--- src/rtl/irqx_pkg.sv ---
package irqx_pkg;
  // register window: 4 KB, word indexed
  localparam int unsigned WIN_BITS = 12;
  localparam int unsigned IDX_W    = WIN_BITS - 2;

  typedef logic [IDX_W-1:0] reg_idx_t;

  localparam reg_idx_t IX_MASKED = reg_idx_t'(0);
  localparam reg_idx_t IX_RAW    = reg_idx_t'(1);
  localparam reg_idx_t IX_EN_SET = reg_idx_t'(2);
  localparam reg_idx_t IX_EN_CLR = reg_idx_t'(3);
  localparam reg_idx_t IX_B0_SET = reg_idx_t'(4);
  localparam reg_idx_t IX_B0_CLR = reg_idx_t'(5);
  localparam reg_idx_t IX_PT_SET = reg_idx_t'(8);
  localparam reg_idx_t IX_PT_CLR = reg_idx_t'(9);
endpackage

--- src/rtl/irqx_csr.sv ---
module irqx_csr
  import irqx_pkg::*;
#(
  parameter int unsigned N_IRQ = 32,
  parameter int unsigned PT_LO = 21,
  parameter int unsigned PT_HI = 30
) (
  input  logic             clk,
  input  logic             rst,
  input  logic             acc,
  input  logic             wr,
  input  reg_idx_t         idx,
  input  logic [N_IRQ-1:0] wdata,
  input  logic [N_IRQ-1:0] level,
  output logic [N_IRQ-1:0] en_q,
  output logic [N_IRQ-1:0] pt_q,
  output logic [N_IRQ-1:0] pt_nxt,
  output logic             rsp_valid,
  output logic [N_IRQ-1:0] rsp_data
);
  function automatic logic [N_IRQ-1:0] window_mask();
    logic [N_IRQ-1:0] m;
    m = '0;
    for (int i = PT_LO; i <= PT_HI; i++) m[i] = 1'b1;
    return m;
  endfunction

  localparam logic [N_IRQ-1:0] PT_MASK = window_mask();

  logic [N_IRQ-1:0] en_nxt;
  logic [N_IRQ-1:0] rd_mux;
  logic             known_wr;

  // write decode: set / clear semantics
  always_comb begin
    en_nxt   = en_q;
    pt_nxt   = pt_q;
    known_wr = 1'b1;
    case (idx)
      IX_EN_SET: en_nxt = en_q | wdata;
      IX_EN_CLR: en_nxt = en_q & ~wdata;
      IX_B0_SET: if (|wdata) en_nxt[0] = 1'b1;
      IX_B0_CLR: if (|wdata) en_nxt[0] = 1'b0;
      IX_PT_SET: pt_nxt = pt_q | (wdata & PT_MASK);
      IX_PT_CLR: pt_nxt = pt_q & ~wdata;
      default:   known_wr = 1'b0;
    endcase
    if (!(acc && wr)) begin
      en_nxt = en_q;
      pt_nxt = pt_q;
    end
  end

  // read mux on pre-edge state
  always_comb begin
    case (idx)
      IX_MASKED: rd_mux = level & en_q;
      IX_RAW:    rd_mux = level;
      IX_EN_SET: rd_mux = en_q;
      IX_B0_SET: rd_mux = {{(N_IRQ-1){1'b0}}, level[0]};
      IX_PT_SET: rd_mux = pt_q;
      default:   rd_mux = '0;
    endcase
  end

  always_ff @(posedge clk) begin
    if (rst) begin
      en_q      <= '0;
      pt_q      <= '0;
      rsp_valid <= 1'b0;
      rsp_data  <= '0;
    end else begin
      en_q      <= en_nxt;
      pt_q      <= pt_nxt;
      rsp_valid <= acc && !wr;
      rsp_data  <= (acc && !wr) ? rd_mux : '0;
    end
  end


  en_clr_chk: assert property (@(posedge clk) disable iff (rst)
    (acc && wr && idx == IX_EN_CLR) |=> ((en_q & $past(wdata)) == '0));


  pt_window_chk: assert property (@(posedge clk) disable iff (rst)
    (acc && wr && idx == IX_PT_SET) |=> ((pt_q & ~PT_MASK) == ($past(pt_q) & ~PT_MASK)));


  undef_wr_chk: assert property (@(posedge clk) disable iff (rst)
    (acc && wr && !known_wr) |=> ($stable(en_q) && $stable(pt_q)));


  rsp_pulse_chk: assert property (@(posedge clk) disable iff (rst)
    (acc && !wr) |=> rsp_valid);
endmodule

--- src/rtl/irqx_route.sv ---
module irqx_route #(
  parameter int unsigned N_IRQ = 32,
  parameter int unsigned PT_LO = 21,
  parameter int unsigned PT_HI = 30
) (
  input  logic             clk,
  input  logic             rst,
  input  logic [N_IRQ-1:0] irq_in,
  input  logic [N_IRQ-1:0] pt_nxt,
  output logic [N_IRQ-1:0] level_q,
  output logic [N_IRQ-2:0] line
);
  always_ff @(posedge clk) begin
    if (rst) level_q <= '0;
    else     level_q <= irq_in;
  end

  for (genvar i = 0; i < N_IRQ; i++) begin : g_line
    if (i >= PT_LO && i <= PT_HI) begin : g_pt
      logic q;
      // routed line follows the input while its routing bit is set
      always_ff @(posedge clk) begin
        if (rst)            q <= 1'b0;
        else if (pt_nxt[i]) q <= irq_in[i];
      end
      assign line[i] = q;


      pt_hold_chk: assert property (@(posedge clk) disable iff (rst)
        !pt_nxt[i] |=> $stable(q));
    end else begin : g_off
      if (i < N_IRQ - 1) begin : g_tie
        assign line[i] = 1'b0;
      end

      pt_outside_chk: assert property (@(posedge clk) disable iff (rst)
        !pt_nxt[i]);
    end
  end
endmodule

--- src/rtl/irqx_ctrl.sv ---
module irqx_ctrl
  import irqx_pkg::*;
#(
  parameter int unsigned N_IRQ  = 32,
  parameter int unsigned ADDR_W = 32,
  parameter int unsigned PT_LO  = 21,
  parameter int unsigned PT_HI  = 30
) (
  input  logic              clk,
  input  logic              rst,
  input  logic [N_IRQ-1:0]  irq_in,
  input  logic              req_valid,
  output logic              req_ready,
  input  logic              req_write,
  input  logic [ADDR_W-1:0] req_addr,
  input  logic [N_IRQ-1:0]  req_wdata,
  output logic              rsp_valid,
  output logic [N_IRQ-1:0]  rsp_rdata,
  output logic [N_IRQ-1:0]  irq_out
);
  localparam int unsigned COMB = N_IRQ - 1;

  reg_idx_t         idx;
  logic [N_IRQ-1:0] level_q;
  logic [N_IRQ-1:0] en_q;
  logic [N_IRQ-1:0] pt_q;
  logic [N_IRQ-1:0] pt_nxt;
  logic [N_IRQ-2:0] line;
  logic             unused_addr;

  assign req_ready   = 1'b1;
  assign idx         = req_addr[WIN_BITS-1:2];
  assign unused_addr = ^{req_addr[ADDR_W-1:WIN_BITS], req_addr[1:0]};

  irqx_csr #(.N_IRQ(N_IRQ), .PT_LO(PT_LO), .PT_HI(PT_HI)) u_csr (
    .clk       (clk),
    .rst       (rst),
    .acc       (req_valid),
    .wr        (req_write),
    .idx       (idx),
    .wdata     (req_wdata),
    .level     (level_q),
    .en_q      (en_q),
    .pt_q      (pt_q),
    .pt_nxt    (pt_nxt),
    .rsp_valid (rsp_valid),
    .rsp_data  (rsp_rdata)
  );

  irqx_route #(.N_IRQ(N_IRQ), .PT_LO(PT_LO), .PT_HI(PT_HI)) u_route (
    .clk     (clk),
    .rst     (rst),
    .irq_in  (irq_in),
    .pt_nxt  (pt_nxt),
    .level_q (level_q),
    .line    (line)
  );

  assign irq_out = {|(level_q & en_q), line};


  pt_follow_chk: assert property (@(posedge clk) disable iff (rst)
    ((pt_q & (irq_out ^ level_q)) == '0));


  comb_en_chk: assert property (@(posedge clk) disable iff (rst)
    (req_valid && req_write && idx == IX_EN_SET && |(req_wdata & irq_in)) |=> irq_out[COMB]);
endmodule

--- config.mk ---
export PLATFORM = sky130hd
export DESIGN_NAME = irqx_ctrl
export DESIGN_NICKNAME = d
export VERILOG_FILES = /design/src/rtl/irqx_pkg.sv /design/src/rtl/irqx_csr.sv /design/src/rtl/irqx_route.sv /design/src/rtl/irqx_ctrl.sv
export SDC_FILE = /design/constraint.sdc
export NUM_CORES = 1
export LEC_CHECK = 0
export BUFFER_PORTS_ARGS = -buffer_cell sky130_fd_sc_hd__buf_4
export CAP_MARGIN = 20
export CORE_UTILIZATION = 29
export DETAILED_ROUTE_END_ITERATION = 16
export RECOVER_POWER = 100
export SLEW_MARGIN = 20
export SYNTH_ARGS = -nofsm -noshare
export SYNTH_HDL_FRONTEND = slang
export SYNTH_SLANG_ARGS = --single-unit
--- constraint.sdc ---
create_clock -name clk -period 2.55 [get_ports clk]
set_clock_uncertainty 0.2 [all_clocks]
set_input_delay 0 -clock clk [delete_from_list [all_inputs] [get_ports clk]]
set_output_delay 0 -clock clk [all_outputs]
set_load 0.02 [all_outputs]
=== Word level (Yosys, flattened, before mapping) ===
Index checks and enable logic that the tools add are counted.

* Output and inout bits: 66
* Bits in registers: 139
* Bits of input ports: 100
* Logic and storage cells: 53

* Bitwise logic cells: 7
* Muxes and demuxes: 7
* Equality and inequality tests: 9
* Reduce and logical (&&, ||, !) cells: 13

{| class="wikitable"
|+ Operators by type and width
! cell !! count
|-
| 32-bit one-hot mux with 5 select lines || 1
|-
| 32-bit AND || 3
|-
| 32-bit one-hot mux with 2 select lines || 1
|-
| 32-bit OR reduction || 2
|-
| 31-bit one-hot mux with 2 select lines || 1
|-
| 32-bit NOT || 1
|-
| 32-bit by 31-bit bitwise OR with 32-bit output || 1
|-
| 32-bit bitwise OR || 1
|-
| 31-bit 2-to-1 mux || 1
|-
| 10-bit by 2-bit equality test with 1-bit output, second input constant || 2
|-
| 10-bit by 3-bit equality test with 1-bit output, second input constant || 2
|-
| 10-bit by 4-bit equality test with 1-bit output, second input constant || 2
|-
| 10-bit by 1-bit equality test with 1-bit output, second input constant || 1
|-
| 10-bit logical NOT || 1
|-
| 2-bit by 1-bit != test with 1-bit output, second input constant || 2
|-
| 1-bit one-hot mux with 4 select lines || 1
|-
| 2-bit AND reduction || 2
|-
| 4-bit AND reduction || 1
|-
| 2-bit nonzero test || 2
|-
| 4-bit nonzero test || 1
|-
| 1-bit logical AND || 2
|-
| 1-bit 2-to-1 mux || 2
|-
| 2-bit OR reduction || 1
|-
| 1-bit logical NOT || 1
|-
| 1-bit NOT || 1
|}

=== Longest topological paths before layout ===
Gate-level depths: netlist (run 1).

* Depth in word-level cells: 4
* Gate-level depth with buffers: 8
* Gate-level depth less buffers: 5

=== Cells and area by module ===
Synthesis (run 1) repeated with hierarchy kept, for this count alone.

* Cells, all modules: 642
* Area total of the unflattened synthesis: 5,806.8 um2

{| class="wikitable"
|+ By module, submodules not included
! module !! cells an instance !! times used !! area an instance (um2) !! seq. area each (um2)
|-
| irqx_csr || 489 || 1 || 4,202.8 || 1,941.9
|-
| irqx_route || 130 || 1 || 1,435.1 || 840.8
|-
| irqx_ctrl || 23 || 1 || 168.9 || 0.0
|}

=== Worst setup path after synthesis (run 1) ===
No wires, ideal clock.

* Kind: input -> register
* Start: in req_addr[5]
* End: reg (tool-made name)
* Slack: 0.633 ns
* Buffers on the path: 3
* Cell stages on the path: 7
* Setup time: 0.132 ns
* Data required time: 2.218 ns
* Data arrival time: 1.585 ns
* Path through: buf_6 or4_1 buf_2 nor4_4 clkbuf_2 and3_2 nor3_1

{| class="wikitable"
|+ RTL lines
! item !! RTL line !! text
|-
| start, declared || irqx_ctrl.sv:15 || <nowiki>input logic [ADDR_W-1:0] req_addr,</nowiki>
|}

=== Worst setup path after layout (run 1) ===
* Start: in req_addr[7]
* End: reg u_csr.rsp_data[0]

* Cells in the longest elaborated chain, start to end: 2
* Elaborated cells between the ends (all ways): 6
* Those cells by class: 4 x eq/ne; 1 x mux; 1 x reduce/logical

{| class="wikitable"
|+ Ends and longest elaborated chain
! item !! RTL line !! text
|-
| 10-bit by 4-bit equality test with 1-bit output, or another cell as far along || irqx_csr.sv:56 || <nowiki>case (idx)</nowiki>
|-
| 32-bit one-hot mux with 5 select lines (*) || irqx_csr.sv:56 ||
|-
| end signal, assigned || irqx_csr.sv:76 || <nowiki>rsp_data <= (acc && !wr) ? rd_mux : '0;</nowiki>
|-
| end, declared || irqx_csr.sv:19 || <nowiki>output logic [N_IRQ-1:0] rsp_data</nowiki>
|}

Every way passes the cells marked *; elsewhere a longest branch is shown, timed or not.
A chain may end at the register's enable or synchronous reset.

==> impl_metrics.toml, run 1 <==
[cts]
cts_max_path_buffers = 2
post-cts-setup-buffer-count = 0
path_clk_slew_ps = 60
insertion_delay_ps = 430
clock_sinks = 139
cts_tree = "done"
cts-root-buf = "clkbuf_16"
htree_num_levels = 4
cts_resized = 0
numCtsBuffers = 17

[cells_and_area]
fin_util_pct = 41.3
finalNetCount = 930
drive_gt1_share_pct = 18.8
syn2layout_area_growth_pct = 39.2
stdcell_count = 1111
fillerInstances = 2075
n_antenna_cell = 0
finalInstanceArea_sq_um = 8360

[route]
drt_iter0_drc = 417
dr_total_vias = 5510
wl_per_cell_um = 17.2
drtPass1Iterations = 5
viasPerCell = 4.96
postRouteAntennaNets = 0
drcViolationCount = 0
wl_um = 19100

[floorplan]
io_pins = 166
die_h_um = 146
core_area_sq_um = 20200
die_w_um = 146
rows = 52
dieArea_sq_um = 21300
start_util_pct = 29.7

[timing]
worst_slew_pin_slew_ps = 1420
fmax_mhz = 395
setup_tns_ps = 0
finalSetupViolations = 0
max_slew_margin_pct = 5.02
hold_ws_ps = 80.2
period_share_pct = 99.4
maxSlewViolCount = 0
fin_crit_ps = 2530
hold_viol_final = 0
rsz0062_at_grt = "no"

[power_and_ir_drop]
pwr_density_cell_nw_per_um2 = 614
vdd_drop_max_v = 0.000441
p_leak_uw = 0.00325

[worst_hold_path]
hp-class = "in2reg"

[yosys]
ys_seq_elements = 139
ys.flop_type = "dfxtp_1"
ys_seq_area_share_pct = 46.3
post_synth_num_cell_types = 43
synth_top_area_share_pct = 46.3
avgSynthCellArea_sq_um = 9.34
async_flop_share_pct = 0
syn_area_sq_um = 6000
yosys.area.top_type = "dfxtp_1"
yosys_warnings = 0
synthTopCellsByArea = "dfxtp_1, a21oi_1, nor2b_1"
syn_inst = 643
synth_edf_count = 0

[setup_path]
end_kind = "register"
arrival_ps = 2670
critPathKind = "in2reg"
required_ps = 2690
crit_fanout = 5
startpoint_type = "input pin"

[grt]
grt_max_degree = 68
grt_pass1_wl_um = 29800
grt_pass1_vias = 5237
gr-usage-all-layers_pct = 18.1
gr-total-overflow = 0
antenna_found_initial = 0

[placement]
dpl.cell_count = 988
dpl_cell_area_sq_um = 7020
gp_congestion = 0.821
port_buffers = 121
hpwl_um = 12500

[run]
drv_cap = 0

[run_status]
status = "finished clean"
[per-stage QoR]
stage | power (uW) | setup WS, ps
after floorplan | 2420 | 633
after global placement | 2570 | 367
after detailed placement | 2570 | 366
after CTS | 5180 | 64.5
after global routing | 5310 | 13.7
final | 5130 | 15.9
[cell usage after synthesis, types with 4 or more instances]
| master | instances |
|---|---|
| dfxtp_1 | 139 |
| a21oi_1 | 75 |
| nor2b_1 | 51 |
| and3_1 | 41 |
| buf_4 | 37 |
| nor3_1 | 31 |
| clkbuf_1 | 29 |
| nor2_1 | 28 |
| a22oi_1 | 23 |
| nand2b_1 | 23 |
| o21ai_0 | 20 |
| nand4_1 | 17 |
| a222oi_1 | 11 |
| a31o_2 | 11 |
| and3_2 | 11 |
| mux2i_1 | 11 |
| nor4_1 | 10 |
| mux2_2 | 9 |
| buf_6 | 8 |
| buf_2 | 7 |
| a32oi_1 | 5 |
| a221oi_1 | 4 |
| a22o_1 | 4 |
[final timing paths]
path / startpoint / endpoint / slack (ps) / cells past startpoint
hold / removal: req_addr[8] / u_csr.pt_q[25] / 80 / 6
setup reg to reg: u_route.level_q[0] / u_csr.rsp_data[0] / 860 / 4
setup / recovery: req_addr[7] / u_csr.rsp_data[0] / 20 / 9
hold reg to reg: u_csr.pt_q[20] / u_csr.pt_q[20] / 250 / 2
[area by class of cell]
class                      count  area [sq um]  area share, %
clock buffer                  20           447           5.34
clock inverter                10           144           1.72
inverter                       2          7.51         0.0898
multi-input combinational    438          2770           33.2
sequential                   139          2780           33.3
tap                          270           338           4.04
timing repair buffer         232          1870           22.3
[metal layers]
layer  global-route usage, %  part of all wire, %  routed length [um]
met1                    23.9                   45                8680
met2                    29.0                   47                8960
met3                    4.45                  6.0                1150
met4                    6.05                  1.7                 325
met5                       0                    0                   0
[where the power goes]
group          total, uW  internal (uW)  switching (uW)
logic                402            208             194
clock network       2500           1550             949
registers           2230           2200            28.3
[placed cells by master, fill, tap and decap left out, types with 17 or more instances in the layout]
cell / n
nor3_1: 32
dlygate4sd3_1: 93
a21oi_1: 75
clkbuf_16: 17
o21ai_0: 20
nor2b_1: 51
and3_1: 41
a22oi_1: 23
nand4_1: 17
buf_4: 85
nor2_1: 28
clkbuf_1: 47
conb_1: 22
dfxtp_1: 139
nand2b_1: 23
[what timing repair did]
item	CTS	global route
hold endpoints to repair	117	0
endpoints found under the setup margin	0	0
hold buffers	93	0
[critical path, stage by stage]
cell and delay (ps):
buf_4 120, or4_1 580, buf_4 210, nor3_1 220, dlygate4sd3_1 600, buf_4 110, o21ai_0 60, dlygate4sd3_1 550
a21oi_1 210
[logic make-up (layout without fill, tap and decap cells)]
logic type                 Yosys count  in the layout  synth area share, %
AOI/OAI and AO/OA                  160            160                 17.0
xor gates and xnor gates             1              1                0.146
adders and majority gates            1              1                0.167
buffers and inverters               86            264                 8.90
DFF                                139            139                 46.3
muxes                               20             20                 3.52
other                                2             22                0.125
and+or+nand+nor                    234            234                 23.8
Power figures use the tool's default switching activity.
==> run 2, diff against run 1 <==
--- a/config.mk
+++ b/config.mk
@@ -9,6 +9,7 @@
 export CAP_MARGIN = 20
 export CORE_UTILIZATION = 29
 export DETAILED_ROUTE_END_ITERATION = 16
+export MAX_ROUTING_LAYER = met4
 export RECOVER_POWER = 100
 export SLEW_MARGIN = 20
 export SYNTH_ARGS = -nofsm -noshare
==> run 2 against run 1 <==
Net effect: combinational power about the same; via count up 0.18%; total power is essentially flat; die area unchanged; final cell count is the same; first-iteration DRC count increased by 4.3%; flip-flop and latch count unchanged; largest cell class unchanged; routed wire length grew 0.15%; cell area stayed put.
==> impl_metrics.toml, run 2 (synthesized netlist as in run 1, its figures left out) <==
[run_status]
status = "finished clean"

[worst_hold_path]
hp-class = "in2reg"
hold_depth = 6

[power_and_ir_drop]
pwr_density_cell_nw_per_um2 = 614
vdd_drop_max_v = 0.000443
p_leak_uw = 0.00325

[timing]
period_share_pct = 99.2
max_slew_margin_pct = 8.47
rsz0062_at_grt = "no"
hold_viol_final = 0
layout_setup_ws_ps = 20.4
setup_tns_ps = 0
fin_crit_ps = 2530
finalSetupViolations = 0
fmax_mhz = 395
worst_slew_pin_slew_ps = 1370
maxSlewViolCount = 0

[setup_path]
reg2reg_depth = 4
startpoint_type = "input pin"
r2r_end = "u_csr.rsp_data[0]"
critical_path.startpoint = "req_addr[7]"
arrival_ps = 2670
crit_fanout = 5
r2r-start = "u_route.level_q[0]"
end_kind = "register"
required_ps = 2690
critPathCapture = "u_csr.rsp_data[0]"
ff2ff_setup_slack_ps = 870
critPathKind = "in2reg"

[cells_and_area]
n_antenna_cell = 0
finalNetCount = 930
drive_gt1_share_pct = 18.8
multi_input_area_sq_um = 2770
seq_area_sq_um = 2780
finalInstanceArea_sq_um = 8360
syn2layout_area_growth_pct = 39.2
layout_commonest_cell = "dfxtp_1"
final_cell_mix = "dfxtp_1, dlygate4sd3_1, buf_4"
fillerInstances = 2075

[grt]
grt_pass1_vias = 5237
gr-usage-all-layers_pct = 18.7
antenna_found_initial = 0
grt_pass1_wl_um = 29800
grt_max_degree = 68
gr-total-overflow = 0

[cts]
path_clk_slew_ps = 60
numCtsBuffers = 17
hold_buffers = 93
cts-root-buf = "clkbuf_16"
cts_tree = "done"
post-cts-setup-buffer-count = 0
cts_max_path_buffers = 2
cts_resized = 0
clock_sinks = 139
insertion_delay_ps = 420
htree_num_levels = 4

[floorplan]
rows = 52
die_w_um = 146
io_pins = 166
core_area_sq_um = 20200
dieArea_sq_um = 21300
die_h_um = 146
start_util_pct = 29.7

[placement]
port_buffers = 121
dpl_cell_area_sq_um = 7020
gp_congestion = 0.834
place_ws_ps = 366
hpwl_um = 12500

[route]
dr_total_vias = 5520
drcViolationCount = 0
wl_per_cell_um = 17.2
drt_iter0_drc = 435
drtPass1Iterations = 5
viasPerCell = 4.97
postRouteAntennaNets = 0
wl_um = 19100

[run]
drv_cap = 0
==> run 2: cell counts in the layout (fill, tap and decap cells not counted) <==
No cell type changed its count.
==> run 2: final cells by class <==
type	instances	share of cell area (%)
well taps	270	4.04
flip-flops and latches	139	33.3
clock inverters	10	1.72
clock buffers	20	5.34
inverters	2	0.0898
multi-input cells	438	33.2
repair buffers	232	22.3
==> run 2: power by group <==
| part | leakage [uW] | internal, uW | switching, uW |
|---|---|---|---|
| sequential | 0.00113 | 2200 | 28.6 |
| clock | 0.000279 | 1560 | 949 |
| combinational | 0.00185 | 208 | 193 |
| total | 0.00325 | 3960 | 1170 |
==> run 2: metrics by stage <==
step	hold slack, ps	power, uW	utilization (%)	instances
floorplan	-112	2420	-	663
global placement	2.69	2570	34.7	988
CTS	64.7	5180	42.2	1111
detailed placement	5.53	2570	34.7	988
finish	85.5	5130	41.3	1111
global route	119	5310	41.3	1111
==> run 2: how the worst min path moves through the flow <==
stage                           endpoint     startpoint  slack, ps
after floorplan           u_csr.pt_q[10]  req_wdata[10]       -110
after global routing      u_csr.pt_q[24]    req_addr[8]        120
after CTS                 u_csr.pt_q[25]    req_addr[8]         60
after global placement     u_csr.pt_q[8]   req_wdata[8]          3
final                     u_csr.pt_q[25]    req_addr[8]         90
after detailed placement  u_csr.pt_q[20]  req_wdata[20]          6
==> run 2: critical path, cell delays in order <==
cell and delay (ps):
buf_4 120, or4_1 580, buf_4 210, nor3_1 230
dlygate4sd3_1 600, buf_4 110, o21ai_0 60, dlygate4sd3_1 550
a21oi_1 200
==> run 2: routing by layer <==
metal,vias to the layer above,GRT usage (%),share of wire [%]
li1,2662,-,-
met1,2622,24.0,46
met2,206,28.9,47
met3,30,4.17,5.9
met4,0,6.53,1.8
met5,-,-,0
==> run 3, diff against run 2 <==
--- a/config.mk
+++ b/config.mk
@@ -10,7 +10,7 @@
 export CORE_UTILIZATION = 29
 export DETAILED_ROUTE_END_ITERATION = 16
 export MAX_ROUTING_LAYER = met4
-export RECOVER_POWER = 100
+export RECOVER_POWER = 25
 export SLEW_MARGIN = 20
 export SYNTH_ARGS = -nofsm -noshare
 export SYNTH_HDL_FRONTEND = slang
==> run 3 against run 2 <==
Net effect: critical endpoint unchanged; largest power group unchanged; core utilization grew 0.12 points; combinational power is essentially flat; flip-flop and latch count is the same; hold slack lost 2.1 ps; fmax grew 0.20%; clock power is essentially flat; die area is the same.
==> impl_metrics.toml, run 3 (synthesized netlist as in run 1, its figures left out) <==
[run]
drv_cap = 0

[cells_and_area]
syn2layout_area_growth_pct = 39.6
fin_util_pct = 41.4
layout_commonest_cell = "dfxtp_1"
drive_gt1_share_pct = 19.1
finalNetCount = 930
final_cell_mix = "dfxtp_1, dlygate4sd3_1, buf_4"
finalInstanceArea_sq_um = 8380
n_antenna_cell = 0

[route]
drcViolationCount = 0
drtPass1Iterations = 5
wl_per_cell_um = 17.2
postRouteAntennaNets = 0
dr_total_vias = 5484
drt_iter0_drc = 442
wl_um = 19100
viasPerCell = 4.94

[power_and_ir_drop]
swShare_pct = 22.8
internal_power_uw = 3960
netSwitchingPower_uw = 1170
p_seq_share_pct = 43.4
pwr_density_cell_nw_per_um2 = 613
vdd_drop_max_v = 0.000444
total_power_uw = 5140
p_leak_uw = 0.00327
pwr-share-comb_pct = 7.9
pwr-share-clk_pct = 48.7

[grt]
grt_pass1_vias = 5237
grt_max_degree = 68
antenna_found_initial = 0
grt_pass1_wl_um = 29800
gr-total-overflow = 0
gr-usage-all-layers_pct = 18.7

[setup_path]
ff2ff_setup_slack_ps = 850
startpoint_type = "input pin"
critPathKind = "in2reg"
required_ps = 2690
critPathTopFamily = "buffers and inverters"
r2r_end = "u_csr.rsp_data[0]"
path_buf_inv = 5
critPathCapture = "u_csr.rsp_data[0]"
crit_top_cell = "buf_4"
path_cells = "buf_4, or4_1, buf_4, nor3_1, dlygate4sd3_1, buf_4, o21ai_0, dlygate4sd3_1, a21oi_1"
reg2reg_depth = 4
r2r-start = "u_route.level_q[0]"
crit_cells = 9
arrival_ps = 2670
crit_fanout = 5
critical_path.startpoint = "req_addr[7]"
end_kind = "register"
cp_slowest_cell = "dlygate4sd3_1"
cpPeakStageDelay_ps = 600

[floorplan]
core_area_sq_um = 20200
io_pins = 166
start_util_pct = 29.7
dieArea_sq_um = 21300
rows = 52
die_h_um = 146
die_w_um = 146

[cts]
htree_num_levels = 4
numCtsBuffers = 17
insertion_delay_ps = 420
clock_sinks = 139
cts_max_path_buffers = 2
cts_tree = "done"
path_clk_slew_ps = 60
cts-root-buf = "clkbuf_16"
post-cts-setup-buffer-count = 0

[timing]
period_share_pct = 99.0
maxSlewViolCount = 0
rsz0062_at_grt = "no"
worst_slew_pin_slew_ps = 1400
hold_ws_ps = 83.4
fin_crit_ps = 2520
setup_tns_ps = 0
fmax_mhz = 396
finalSetupViolations = 0
hold_viol_final = 0
max_slew_margin_pct = 6.54

[run_status]
status = "finished clean"

[worst_hold_path]
hp-class = "in2reg"
hold_depth = 6

[placement]
port_buffers = 121
dpl_cell_area_sq_um = 7020
gp_congestion = 0.834
hpwl_um = 12500
run 3: cell types whose count changed in the layout (fill, tap and decap cells not counted):
cell      delta
buf_6        -1
buf_12       +1
buf_4        +3
clkbuf_2     -1
clkbuf_1     -2
nor3_2       +1
nor3_1       -1
run 3: cell type report:
cell class	instances	area, sq um
Sequential cell	139	2780
Clock inverter	10	144
Timing Repair Buffer	232	1890
Fill cell	2072	11900
Clock buffer	20	447
Inverter	2	7.51
Multi-Input combinational cell	438	2780
Tap cell	270	338
run 3: what timing repair did:
item                      in CTS  in global routing
gates resized for setup        0                  0
hold endpoints to repair     117                  0
hold buffers                  93                  0
run 3: worst register-to-register path, stage by stage, from the launching register on:
cell	delay, ps
dfxtp_1	400
and3_1	180
o21ai_0	70
dlygate4sd3_1	550
a21oi_1	210
run 3: power by group through the flow:
| stage | clock, uW | sequential [uW] | combinational, uW |
|---|---|---|---|
| after floorplan | 0 | 2260 | 157 |
| after global placement | 0 | 2280 | 288 |
| after detailed placement | 0 | 2280 | 289 |
| after CTS | 2550 | 2230 | 402 |
| after global routing | 2660 | 2230 | 431 |
| final | 2500 | 2230 | 404 |
run 3: through the flow:
step | worst slack, ps | std cells
after CTS | 64.5 | 1111
after global placement | 367 | 988
after global routing | 14.4 | 1111
after floorplan | 633 | 663
after detailed placement | 366 | 988
final | 25.5 | 1111
run 3: routing by layer:
layer	share of wire, %	GRT usage (%)	vias to the layer above
met5	0	-	-
met4	1.7	6.53	0
met3	5.8	4.17	26
met2	47	28.9	183
met1	45	24.0	2615
li1	-	-	2660
run 3: worst min-delay path by stage:
stage | start | to | slack, ps
6_report | req_addr[8] | u_csr.pt_q[25] | 80
5_1_grt | req_addr[8] | u_csr.pt_q[24] | 120
4_1_cts | req_addr[8] | u_csr.pt_q[25] | 60
3_5_place_dp | req_wdata[20] | u_csr.pt_q[20] | 6
3_3_place_gp | req_wdata[8] | u_csr.pt_q[8] | 3
2_1_floorplan | req_wdata[10] | u_csr.pt_q[10] | -110
